<file path="src/rtl/tvs_pkg.sv">
package tvs_pkg;

  typedef enum logic [1:0] {
    MODE_GREEDY     = 2'd0,
    MODE_LOWEST     = 2'd1,
    MODE_HYBRID     = 2'd2,
    MODE_GREEDY_ALT = 2'd3
  } mode_e;

  typedef enum logic [2:0] {
    ST_IDLE  = 3'd0,
    ST_ORDER = 3'd1,
    ST_CHECK = 3'd2,
    ST_SCAN  = 3'd3,
    ST_APPLY = 3'd4,
    ST_EMIT  = 3'd5
  } state_e;

endpackage

</file>
<file path="src/rtl/tvs_popcount.sv">
module tvs_popcount #(
  parameter int W  = 8,
  parameter int CW = $clog2(W + 1)
) (
  input  logic [W-1:0]  bits_i,
  output logic [CW-1:0] count_o
);

  always_comb begin
    count_o = '0;
    for (int i = 0; i < W; i++) begin
      count_o = count_o + CW'(bits_i[i]);
    end
  end

endmodule

</file>
<file path="src/rtl/tvs_matrix_store.sv">
module tvs_matrix_store #(
  parameter int NUM_VEC   = 16,
  parameter int NUM_FAULT = 32,
  localparam int VW = (NUM_VEC > 1) ? $clog2(NUM_VEC) : 1,
  localparam int FW = (NUM_FAULT > 1) ? $clog2(NUM_FAULT) : 1
) (
  input  logic                 clk,
  input  logic                 wr_en_i,
  input  logic [FW-1:0]        wr_row_i,
  input  logic [NUM_VEC-1:0]   wr_data_i,
  input  logic [FW-1:0]        rd_row_i,
  output logic [NUM_VEC-1:0]   rd_data_o,
  input  logic [VW-1:0]        col_i,
  output logic [NUM_FAULT-1:0] col_o
);

  logic [NUM_VEC-1:0] mem_q [NUM_FAULT];

  always_ff @(posedge clk) begin
    if (wr_en_i) begin
      mem_q[wr_row_i] <= wr_data_i;
    end
  end

  assign rd_data_o = mem_q[rd_row_i];

  for (genvar j = 0; j < NUM_FAULT; j++) begin : g_col
    assign col_o[j] = mem_q[j][col_i];
  end

endmodule

</file>
<file path="src/rtl/tvs_rarest.sv">
module tvs_rarest
  import tvs_pkg::*;
#(
  parameter int NUM_FAULT = 32,
  parameter int OW        = 5
) (
  input  mode_e                        mode_i,
  input  logic [NUM_FAULT-1:0]         uncov_i,
  input  logic [NUM_FAULT-1:0][OW-1:0] order_i,
  output logic [NUM_FAULT-1:0]         mask_o
);

  localparam int FW = (NUM_FAULT > 1) ? $clog2(NUM_FAULT) : 1;

  logic          found;
  logic [OW-1:0] min_ord;
  logic [FW-1:0] first_idx;

  // lowest order among uncovered faults, first index on ties
  always_comb begin
    found     = 1'b0;
    min_ord   = '1;
    first_idx = '0;
    for (int j = 0; j < NUM_FAULT; j++) begin
      if (uncov_i[j] && (!found || (order_i[j] < min_ord))) begin
        found     = 1'b1;
        min_ord   = order_i[j];
        first_idx = FW'(j);
      end
    end
  end

  always_comb begin
    mask_o = '0;
    case (mode_i)
      MODE_LOWEST: begin
        if (found) mask_o[first_idx] = 1'b1;
      end
      MODE_HYBRID: begin
        for (int j = 0; j < NUM_FAULT; j++) begin
          mask_o[j] = uncov_i[j] && (order_i[j] == min_ord);
        end
      end
      default: mask_o = uncov_i;
    endcase
  end

endmodule

</file>
<file path="src/rtl/tvs_selector.sv">
module tvs_selector
  import tvs_pkg::*;
#(
  parameter int NUM_VEC   = 16,
  parameter int NUM_FAULT = 32,
  localparam int VW  = (NUM_VEC > 1) ? $clog2(NUM_VEC) : 1,
  localparam int FCW = $clog2(NUM_FAULT + 1),
  localparam int VCW = $clog2(NUM_VEC + 1)
) (
  input  logic               clk,
  input  logic               rst_n,
  input  logic [1:0]         mode_i,
  input  logic               row_valid_i,
  input  logic [NUM_VEC-1:0] row_data_i,
  input  logic               start_i,
  output logic               sel_valid_o,
  input  logic               sel_ready_i,
  output logic [VW-1:0]      sel_index_o,
  output logic [FCW-1:0]     sel_covered_o,
  output logic               done_o,
  output logic [VCW-1:0]     done_count_o
);

  localparam int FW = (NUM_FAULT > 1) ? $clog2(NUM_FAULT) : 1;
  localparam int OW = $clog2(NUM_VEC + 1);

  state_e                        state_q, state_d;
  mode_e                         mode_q, mode_d;
  logic [FCW-1:0]                wr_ptr_q, wr_ptr_d;
  logic [FCW-1:0]                nrows_q, nrows_d;
  logic [FW-1:0]                 ord_idx_q, ord_idx_d;
  logic [NUM_FAULT-1:0][OW-1:0]  order_q, order_d;
  logic [NUM_FAULT-1:0]          uncov_q, uncov_d;
  logic [VW-1:0]                 scan_q, scan_d;
  logic [VW-1:0]                 best_idx_q, best_idx_d;
  logic [FCW-1:0]                best_cnt_q, best_cnt_d;
  logic [FCW-1:0]                cov_q, cov_d;
  logic [VCW-1:0]                nsel_q, nsel_d;
  logic                          done_q, done_d;

  logic                 mem_we;
  logic [NUM_VEC-1:0]   row_bits;
  logic [NUM_FAULT-1:0] col_bits;
  logic [VW-1:0]        col_sel;
  logic [OW-1:0]        row_ones;
  logic [NUM_FAULT-1:0] sel_mask;
  logic [NUM_FAULT-1:0] pc_in;
  logic [FCW-1:0]       pc_cnt;

  tvs_matrix_store #(.NUM_VEC(NUM_VEC), .NUM_FAULT(NUM_FAULT)) u_store (
    .clk       (clk),
    .wr_en_i   (mem_we),
    .wr_row_i  (wr_ptr_q[FW-1:0]),
    .wr_data_i (row_data_i),
    .rd_row_i  (ord_idx_q),
    .rd_data_o (row_bits),
    .col_i     (col_sel),
    .col_o     (col_bits)
  );

  tvs_popcount #(.W(NUM_VEC), .CW(OW)) u_row_pc (
    .bits_i  (row_bits),
    .count_o (row_ones)
  );

  tvs_rarest #(.NUM_FAULT(NUM_FAULT), .OW(OW)) u_rarest (
    .mode_i  (mode_q),
    .uncov_i (uncov_q),
    .order_i (order_q),
    .mask_o  (sel_mask)
  );

  // one column port: scanned vector while scoring, chosen vector while applying
  assign col_sel = (state_q == ST_APPLY) ? best_idx_q : scan_q;
  assign pc_in   = (state_q == ST_APPLY) ? (uncov_q & col_bits) : (sel_mask & col_bits);

  tvs_popcount #(.W(NUM_FAULT), .CW(FCW)) u_col_pc (
    .bits_i  (pc_in),
    .count_o (pc_cnt)
  );

  // next-state logic
  always_comb begin
    state_d    = state_q;
    mode_d     = mode_q;
    wr_ptr_d   = wr_ptr_q;
    nrows_d    = nrows_q;
    ord_idx_d  = ord_idx_q;
    order_d    = order_q;
    uncov_d    = uncov_q;
    scan_d     = scan_q;
    best_idx_d = best_idx_q;
    best_cnt_d = best_cnt_q;
    cov_d      = cov_q;
    nsel_d     = nsel_q;
    done_d     = 1'b0;
    mem_we     = 1'b0;
    case (state_q)
      ST_IDLE: begin
        if (start_i) begin
          mode_d    = mode_e'(mode_i);
          nrows_d   = wr_ptr_q;
          wr_ptr_d  = '0;
          ord_idx_d = '0;
          uncov_d   = '0;
          cov_d     = '0;
          nsel_d    = '0;
          state_d   = (wr_ptr_q == '0) ? ST_CHECK : ST_ORDER;
        end else if (row_valid_i && (wr_ptr_q < FCW'(NUM_FAULT))) begin
          mem_we   = 1'b1;
          wr_ptr_d = wr_ptr_q + FCW'(1);
        end
      end
      ST_ORDER: begin
        order_d[ord_idx_q] = row_ones;
        uncov_d[ord_idx_q] = (row_ones != '0);
        if (FCW'(ord_idx_q) == (nrows_q - FCW'(1))) begin
          state_d = ST_CHECK;
        end else begin
          ord_idx_d = ord_idx_q + FW'(1);
        end
      end
      ST_CHECK: begin
        if (uncov_q == '0) begin
          done_d  = 1'b1;
          state_d = ST_IDLE;
        end else begin
          scan_d     = '0;
          best_idx_d = '0;
          best_cnt_d = '0;
          state_d    = ST_SCAN;
        end
      end
      ST_SCAN: begin
        if (pc_cnt > best_cnt_q) begin
          best_cnt_d = pc_cnt;
          best_idx_d = scan_q;
        end
        if (scan_q == VW'(NUM_VEC - 1)) begin
          state_d = ST_APPLY;
        end else begin
          scan_d = scan_q + VW'(1);
        end
      end
      ST_APPLY: begin
        uncov_d = uncov_q & ~col_bits;
        cov_d   = cov_q + pc_cnt;
        nsel_d  = nsel_q + VCW'(1);
        state_d = ST_EMIT;
      end
      ST_EMIT: begin
        if (sel_ready_i) state_d = ST_CHECK;
      end
      default: state_d = ST_IDLE;
    endcase
  end

  // state registers
  always_ff @(posedge clk or negedge rst_n) begin
    if (!rst_n) begin
      state_q    <= ST_IDLE;
      mode_q     <= MODE_GREEDY;
      wr_ptr_q   <= '0;
      nrows_q    <= '0;
      ord_idx_q  <= '0;
      order_q    <= '0;
      uncov_q    <= '0;
      scan_q     <= '0;
      best_idx_q <= '0;
      best_cnt_q <= '0;
      cov_q      <= '0;
      nsel_q     <= '0;
      done_q     <= 1'b0;
    end else begin
      state_q    <= state_d;
      mode_q     <= mode_d;
      wr_ptr_q   <= wr_ptr_d;
      nrows_q    <= nrows_d;
      ord_idx_q  <= ord_idx_d;
      order_q    <= order_d;
      uncov_q    <= uncov_d;
      scan_q     <= scan_d;
      best_idx_q <= best_idx_d;
      best_cnt_q <= best_cnt_d;
      cov_q      <= cov_d;
      nsel_q     <= nsel_d;
      done_q     <= done_d;
    end
  end

  assign sel_valid_o   = (state_q == ST_EMIT);
  assign sel_index_o   = best_idx_q;
  assign sel_covered_o = cov_q;
  assign done_o        = done_q;
  assign done_count_o  = nsel_q;


  sel_hold_chk: assert property (@(posedge clk) disable iff (!rst_n)
    (sel_valid_o && !sel_ready_i) |=>
      (sel_valid_o && $stable(sel_index_o) && $stable(sel_covered_o)));


  new_cover_chk: assert property (@(posedge clk) disable iff (!rst_n)
    (state_q == ST_APPLY) |-> ((uncov_q & col_bits) != '0));


  done_pulse_chk: assert property (@(posedge clk) disable iff (!rst_n)
    done_o |=> !done_o);

  for (genvar j = 0; j < NUM_FAULT; j++) begin : g_ord_chk

    zero_order_chk: assert property (@(posedge clk) disable iff (!rst_n)
      uncov_q[j] |-> (order_q[j] != '0));
  end

endmodule

</file>
<file path="config.mk">
export PLATFORM = sky130hd
export DESIGN_NAME = tvs_selector
export DESIGN_NICKNAME = d
export VERILOG_FILES = /design/src/rtl/tvs_pkg.sv /design/src/rtl/tvs_popcount.sv /design/src/rtl/tvs_matrix_store.sv /design/src/rtl/tvs_rarest.sv /design/src/rtl/tvs_selector.sv
export SDC_FILE = /design/constraint.sdc
export NUM_CORES = 2
export LEC_CHECK = 0
export BUFFER_PORTS_ARGS = -buffer_cell sky130_fd_sc_hd__buf_2
export CAP_MARGIN = 20
export CORE_ASPECT_RATIO = 1.4
export CORE_UTILIZATION = 60
export DETAILED_ROUTE_END_ITERATION = 8
export PLACE_DENSITY = 0.73
export SLEW_MARGIN = 20
export SYNTH_ARGS = -nofsm -noshare
export SYNTH_HDL_FRONTEND = slang
export SYNTH_HIERARCHICAL = 1
export SYNTH_SLANG_ARGS = --single-unit
</file>
<file path="constraint.sdc">
create_clock -name clk -period 60.5 [get_ports clk]
set_clock_uncertainty 0.2 [all_clocks]
set_input_delay 12.1 -clock clk [delete_from_list [all_inputs] [get_ports clk]]
set_output_delay 12.1 -clock clk [all_outputs]
set_load 0.02 [all_outputs]
</file>
# Yosys cells after proc, flatten, opt, wreduce, memory -nomap -nowiden
# Memory sizes are Yosys's and may differ from the RTL's.
# Index checks and enable logic that the tools add are counted.
# Widths: inputs -> output; s select.
totals:
  ff_bits: 240
  ram_bits: 512
  in_bits: 23
  out_inout_bits: 17
  elab_cells: 536
  mem_count: 1
op_classes:
  add_sub_neg: 52
  magnitude_cmp: 38
  eq_ne: 49
  muxes: 203
  n_bitwise: 4
  reduce_logical: 145
memory_table:
  columns: ["name", "depth", "word_bits", "rd", "rd_clocked_by_memory_dff", "write_ports", "line_no", "rtl"]
  rows:
  - ["u_store.mem_q", 32, 16, 33, 0, 1, "tvs_matrix_store.sv:17", "logic [NUM_VEC-1:0] mem_q [NUM_FAULT];"]
ops:
  columns: ["op", "count"]
  rows:
  - ["$mux 5", 51]
  - ["$add 6x1->6", 30]
  - ["$bwmux 160", 1]
  - ["$eq 5x5->1", 32]
  - ["$lt 5x5->1", 31]
  - ["$bmux 1 s4", 32]
  - ["$and 32x32->32", 3]
  - ["$mux 32", 3]
  - ["$pmux 32 s3", 1]
  - ["$mux 1", 74]
  - ["$add 5x1->5", 14]
  - ["$logic_and 1x1->1", 66]
  - ["$pmux 32 s2", 1]
  - ["$mux 4", 12]
  - ["$bwmux 32", 1]
  - ["$logic_not 32->1", 1]
  - ["$not 32->32", 1]
  - ["$logic_not 1->1", 31]
  - ["$logic_or 1x1->1", 31]
  - ["$mux 6", 5]
  - ["$demux 5 s5", 1]
  - ["$mux 3", 8]
  - ["$pmux 6 s2", 2]
  - ["$pmux 5 s2", 2]
  - ["other kinds (32)", 57]

# Logic depth before layout (Yosys ltp)
depth:
  word_depth: 167
  mapped_depth: 316
  ltp_nobuf: 303

# Hierarchy
# The synthesis kept the hierarchy.
by_module_without_submodules:
  columns: ["mod", "n_inst", "cells_each", "area_per_inst_um2", "seq_area_each_um2"]
  rows:
  - ["tvs_matrix_store", 1, 1322, 23809.1, 15374.7]
  - ["tvs_rarest", 1, 1701, 12036.5, 0.0]
  - ["tvs_selector", 1, 1009, 11103.1, 6005.8]
  - ["tvs_popcount at u_col_pc", 1, 73, 758.2, 0.0]
  - ["tvs_popcount at u_row_pc", 1, 47, 407.9, 0.0]

# Least setup slack after synthesis
# No wires, ideal clock.
synth_timing:
  path_kind: "reg-to-reg"
  startpoint: "register uncov_q[0]"
  endpoint: "register best_cnt_q[0]"
  setup_ns: 0.079
  arrival_ns: 52.534
  required_ns: 60.221
  slack_ns: 7.687
  stages_incl_launch_ff: 289
  n_path_buf: 11
  period_less_slack_ns: 52.813
  cell_sequence: "dfrtp_1 > buf_6 > nor2b_1 > ha_1 > and3b_1 > o21ai_0 > nand2_1 > nor2_1 > inv_1 > a21oi_1 > inv_1 > ha_1 > nand3b_1 > o31ai_1 > o211ai_1 > nand2_2 > nand2_1 > o21ai_0 > [... 253 more ...] > fa_1 > fa_1 > fa_1 > fa_1 > inv_1 > fa_1 > inv_1 > ha_1 > a21o_1 > a21oi_2 > o21ai_0 > ha_1 > nand4_1 > nor2_1 > nor2_1 > a211oi_1 > buf_2 > mux2i_1"
synth_via:
  elab_chain_len: 167
  elab_cells_between_ends: 331
  classes_between: "add/sub (31); order compare (34); eq/ne (34); mux (102); bitwise (2); reduce/logical (128)"
synth_lines:
  columns: ["element", "line_no", "rtl"]
  rows:
  - ["start, declared", "tvs_selector.sv:33", "logic [NUM_FAULT-1:0] uncov_q, uncov_d;"]
  - ["start signal, assigned", "tvs_selector.sv:181", "uncov_q <= uncov_d;"]
  - ["$mux 5 / $mux 1 (equally long branches)", "tvs_rarest.sv:25", "if (uncov_i[j] && (!found || (order_i[j] < min_ord))) begin"]
  - ["$lt 5x5->1 / $logic_not 1->1 (equally long branches)", "tvs_rarest.sv:25", null]
  - ["$logic_or 1x1->1", "tvs_rarest.sv:25", null]
  - ["$logic_and 1x1->1", "tvs_rarest.sv:25", null]
  - ["$mux 5 / $mux 1 (equally long branches)", "tvs_rarest.sv:25", null]
  - ["$lt 5x5->1 / $logic_not 1->1 (equally long branches)", "tvs_rarest.sv:25", null]
  - ["$logic_or 1x1->1", "tvs_rarest.sv:25", null]
  - ["$logic_and 1x1->1", "tvs_rarest.sv:25", null]
  - ["[... 123 more ...]", null, null]
  - ["named net sel_mask[0]", "tvs_selector.sv:46", "logic [NUM_FAULT-1:0] sel_mask;"]
  - ["[... 1 more ...]", null, null]
  - ["$mux 32 (*)", "tvs_selector.sv:75", "assign pc_in = (state_q == ST_APPLY) ? (uncov_q & col_bits) : (sel_mask & col_bits);"]
  - ["named net pc_in[0]", "tvs_selector.sv:47", "logic [NUM_FAULT-1:0] pc_in;"]
  - ["$add 1x1->2 (*)", "tvs_popcount.sv:12", "count_o = count_o + CW'(bits_i[i]);"]
  - ["$add 6x1->6 (*) (30 in a row)", "tvs_popcount.sv:12", null]
  - ["named net pc_cnt[5]", "tvs_selector.sv:48", "logic [FCW-1:0] pc_cnt;"]
  - ["$gt 6x6->1 (*)", "tvs_selector.sv:135", "if (pc_cnt > best_cnt_q) begin"]
  - ["$ne 2x2->1 (no source line) (*)", null, null]
  - ["$reduce_and 3->1 (no source line) (*)", null, null]
  - ["end signal, assigned", "tvs_selector.sv:184", "best_cnt_q <= best_cnt_d;"]
  - ["end, declared", "tvs_selector.sv:36", "logic [FCW-1:0] best_cnt_q, best_cnt_d;"]
# The timed path passes the listed nets; every way through them passes the cells marked *. The select of a mux whose other input is x is not followed.
# A chain may end at the register's enable or synchronous reset.

# Worst setup path in the final report
layout_timing:
  startpoint: "register uncov_q[0]"
  endpoint: "register best_cnt_q[2]"
layout_via:
  elab_cells_between_ends: 331
  classes_between: "add/sub (31); order compare (34); eq/ne (34); mux (102); bitwise (2); reduce/logical (128)"
layout_lines:
  columns: ["element", "line_no"]
  rows:
  - ["$mux 5 / $mux 1 (equally long branches)", "tvs_rarest.sv:25"]
  - ["$lt 5x5->1 / $logic_not 1->1 (equally long branches)", "tvs_rarest.sv:25"]
  - ["$logic_or 1x1->1", "tvs_rarest.sv:25"]
  - ["$logic_and 1x1->1", "tvs_rarest.sv:25"]
  - ["$mux 5 / $mux 1 (equally long branches)", "tvs_rarest.sv:25"]
  - ["$lt 5x5->1 / $logic_not 1->1 (equally long branches)", "tvs_rarest.sv:25"]
  - ["$logic_or 1x1->1", "tvs_rarest.sv:25"]
  - ["$logic_and 1x1->1", "tvs_rarest.sv:25"]
  - ["[... 123 more ...]", null]
  - ["named net sel_mask[15]", "tvs_selector.sv:46"]
  - ["$and 32x32->32 (*)", "tvs_selector.sv:75"]
  - ["$mux 32 (*)", "tvs_selector.sv:75"]
  - ["named net pc_in[15]", "tvs_selector.sv:47"]
  - ["$add 6x1->6 (*) (17 in a row)", "tvs_popcount.sv:12"]
  - ["named net pc_cnt[4]", "tvs_selector.sv:48"]
  - ["$gt 6x6->1 (*)", "tvs_selector.sv:135"]
  - ["$ne 2x2->1 (no source line) (*)", null]
  - ["$reduce_and 3->1 (no source line) (*)", null]
# Marked as above.

==> flow_metrics.py <==
metrics = {
    "run_status": {
        "outcome": "finished, final reports clean",
    },
    "synthesis": {
        "synth_largest_area_cell": "edfxtp_1",
        "synth_edf_count": 512,
        "avgSynthCellArea_um2": 11.6,
        "ys_seq_area_share_pct": 44.4,
        "postSynthNetCount": 4312,
        "syn_inst": 4152,
        "ys.flop_type": "edfxtp_1",
        "yosys-top-cells-area": "edfxtp_1 (32%), dfrtp_1 (12%), mux4_2 (7.3%)",
        "yosysUniqueCellTypes": 159,
        "netlist.area_leader.share_pct": 32.0,
        "async_reset_ff_share_pct": 31.9,
        "yosys_register_bits": 752,
        "syn_area_mm2": 0.0481,
        "yosysWarnings": 6,
    },
    "clock_network": {
        "hold_buffers": 0,
        "cts_buffers": 75,
        "cts_num_sinks": 752,
        "path_clk_slew_ns": 0.06,
        "cts_tree": "built",
        "insertion_delay_ns": 0.66,
        "cts-root-buf": "clkbuf_16",
        "clockBufferDepth": 3,
        "htree_levels": 3,
    },
    "sta": {
        "setup_viol": 0,
        "min_period_ns": 56.80,
        "fmax_mhz": 17.6,
        "post-route-period-util_pct": 93.9,
        "worstMarginPinSlew_ns": 1.12,
        "slew_viol_final": 0,
        "relSlewSlack_pct": 25.0,
        "hold_viol": 0,
    },
    "floorplanning": {
        "rows": 122,
        "die_w_um": 241,
        "initial_utilization_pct": 60.7,
        "io_pins": 40,
        "dieHeight_um": 337,
        "coreArea_mm2": 0.0792,
        "die_area_mm2": 0.0813,
    },
    "final_layout": {
        "ff_latch_area_mm2": 0.0214,
        "fin_util_pct": 66.0,
        "layout-drive-gt1-share_pct": 20.0,
        "nets": 4337,
        "instances_no_fill": 5292,
        "multiInputGateArea_mm2": 0.0250,
        "fillerInstances": 5974,
        "layout_common_cells": "edfxtp_1 (512), nand2_1 (305), mux2i_1 (297)",
        "layout_commonest_cell": "edfxtp_1",
        "area_growth_pct": 8.60,
    },
    "worst_setup_path": {
        "critPathKind": "flip-flop to flip-flop",
        "critPathArrivalTime_ns": 57.16,
        "slowest_stage": "o41ai_4",
        "worst-path-max-fanout": 13,
        "crit_family": "compound AO/OA/AOI/OAI gates",
        "end_kind": "flip-flop",
        "timing.critical_path.mode_cell": "ha_1",
        "slowest_delay_ns": 0.59,
        "cp.required_ns": 60.86,
        "path_buf_inv": 32,
        "cp-start-kind": "flip-flop",
    },
    "hold_path": {
        "hold_path_class": "flip-flop to flip-flop",
    },
    "route": {
        "wl_per_cell_um": 27.5,
        "routed_wl_mm": 146,
        "firstDrtPassIters": 6,
        "dr_total_vias": 36311,
        "drc": 0,
        "drt-initial-drc-count": 3689,
        "viasPerCell": 6.86,
        "ant_nets": 0,
    },
    "global_routing": {
        "grt_pass1_vias": 36168,
        "antenna_found_initial": 4,
        "grt_pass1_wl_mm": 216,
        "grt_start_max_net_pins": 116,
        "grtUsageTotal_pct": 35.7,
        "overflow": 0,
    },
    "flow_run": {
        "cap_viol_max_count": 0,
    },
    "placement": {
        "dp_hpwl_mm": 101,
        "gp_congestion": 0.985,
        "dp_cells": 5104,
        "port_buffers": 39,
    },
}
-- cells in the mapped netlist (all sizes together), types with 32 or more instances --
cell type  number
and3           36
o21ai         244
a21oi         179
buf           118
a31oi          40
mux4          160
nand2         313
mux2          192
a22oi          86
edfxtp        512
a22o           40
xnor2         131
o211ai         32
nand3         130
nand4          47
mux2i         308
ha            102
dfrtp         240
and2           34
a21boi         40
nor2          201
clkbuf         99
nor3           55
xor2           62
inv           226
fa             35
-- what timing repair did --
action                     in CTS  in global routing
setup buffers                   8                 41
hold endpoints to repair        0                  0
gates resized for setup         2                 64
pin swaps                       0                 13
gates cloned                    0                  1
setup endpoints to repair      10                 16
-- worst register-to-register path: cells and delay by family (launching register included) --
kind | cells | cell delay [ns]
AO/OA/AOI/OAI | 107 | 20.55
XOR/XNOR | 2 | 0.25
adder cells (fa/ha/maj) | 40 | 12.78
buffers and inverters | 32 | 3.23
flip-flops | 1 | 0.46
multiplexers | 15 | 4.33
AND/OR/NAND/NOR | 90 | 14.96
-- metrics by stage --
| step | setup slack [ns] | hold WS [ns] | instance area, µm² | setup TNS (ns) |
|---|---|---|---|---|
| 4_1_cts | 0.0289 | 0.307 | 51600 | 0 |
| 3_3_place_gp | 1.32 | 0.287 | 49100 | 0 |
| 3_5_place_dp | -0.116 | 0.293 | 49100 | -0.791 |
| 5_1_grt | -0.210 | 0.345 | 52200 | -1.98 |
| 2_1_floorplan | 7.69 | 0.264 | 48100 | 0 |
| 6_report | 3.70 | 0.307 | 52300 | 0 |
-- area by class of cell --
cell class / instances / share of cell area (%)
inverters: 226 / 1.62
well taps: 1054 / 2.52
clock buffers: 94 / 3.83
clock inverters: 40 / 0.761
diodes: 4 / 0.0192
multi-input cells: 2953 / 47.8
flip-flops and latches: 752 / 40.9
repair buffers: 169 / 2.51
-- path summary, 6_finish.rpt --
check                                     end         start  slack (ns)  cells after the start
worst max-delay path            best_cnt_q[2]    uncov_q[0]        3.70                    286
worst min-delay path             order_q[125]  order_q[125]        0.31                      1
worst max register to register  best_cnt_q[2]    uncov_q[0]        3.70                    286
worst min register to register   order_q[125]  order_q[125]        0.31                      1
max in group asynchronous        order_q[118]         rst_n       47.26                      2
min in group asynchronous         order_q[25]         rst_n       11.26                      1
-- kinds of logic (layout without fill, tap and decap cells) --
kind of cell             after synthesis  after routing  synth area share, %
flip-flops                           752            752                 44.4
other                                  0              4                    0
buffers and inverters                447            529                 4.50
XOR/XNOR                             193            193                 3.51
multiplexers                         660            660                 18.5
AO/OA/AOI/OAI                        967            967                 14.5
adder cells (fa/ha/maj)              141            141                 4.19
AND/OR/NAND/NOR                      992            992                 10.4
-- registers in the layout (all words and copies together) (netlist names), 2 cells and up --
register,flops
mode_q,2
sel_index_o,4
best_cnt_q,6
state_q,3
nrows_q,6
u_store/mem_q,512
order_q,160
ord_idx_q,5
sel_covered_o,6
wr_ptr_q,6
done_count_o,5
scan_q,4
uncov_q,32
-- layer usage --
| metal | wire length [µm] | part of all wire, % | vias to the layer above | GRT usage [%] |
|---|---|---|---|---|
| met2 | 75400 | 52 | 1673 | 64.0 |
| met5 | 12 | 0.0082 | - | 0 |
| li1 | - | - | 15868 | - |
| met4 | 12300 | 8.4 | 2 | 26.5 |
| met3 | 8470 | 5.8 | 579 | 4.67 |
| met1 | 49500 | 34 | 18189 | 38.3 |
Power is left out: the tool's default activity adds up to more than one toggle a clock period on the data nets, which glitch-free logic cannot reach.
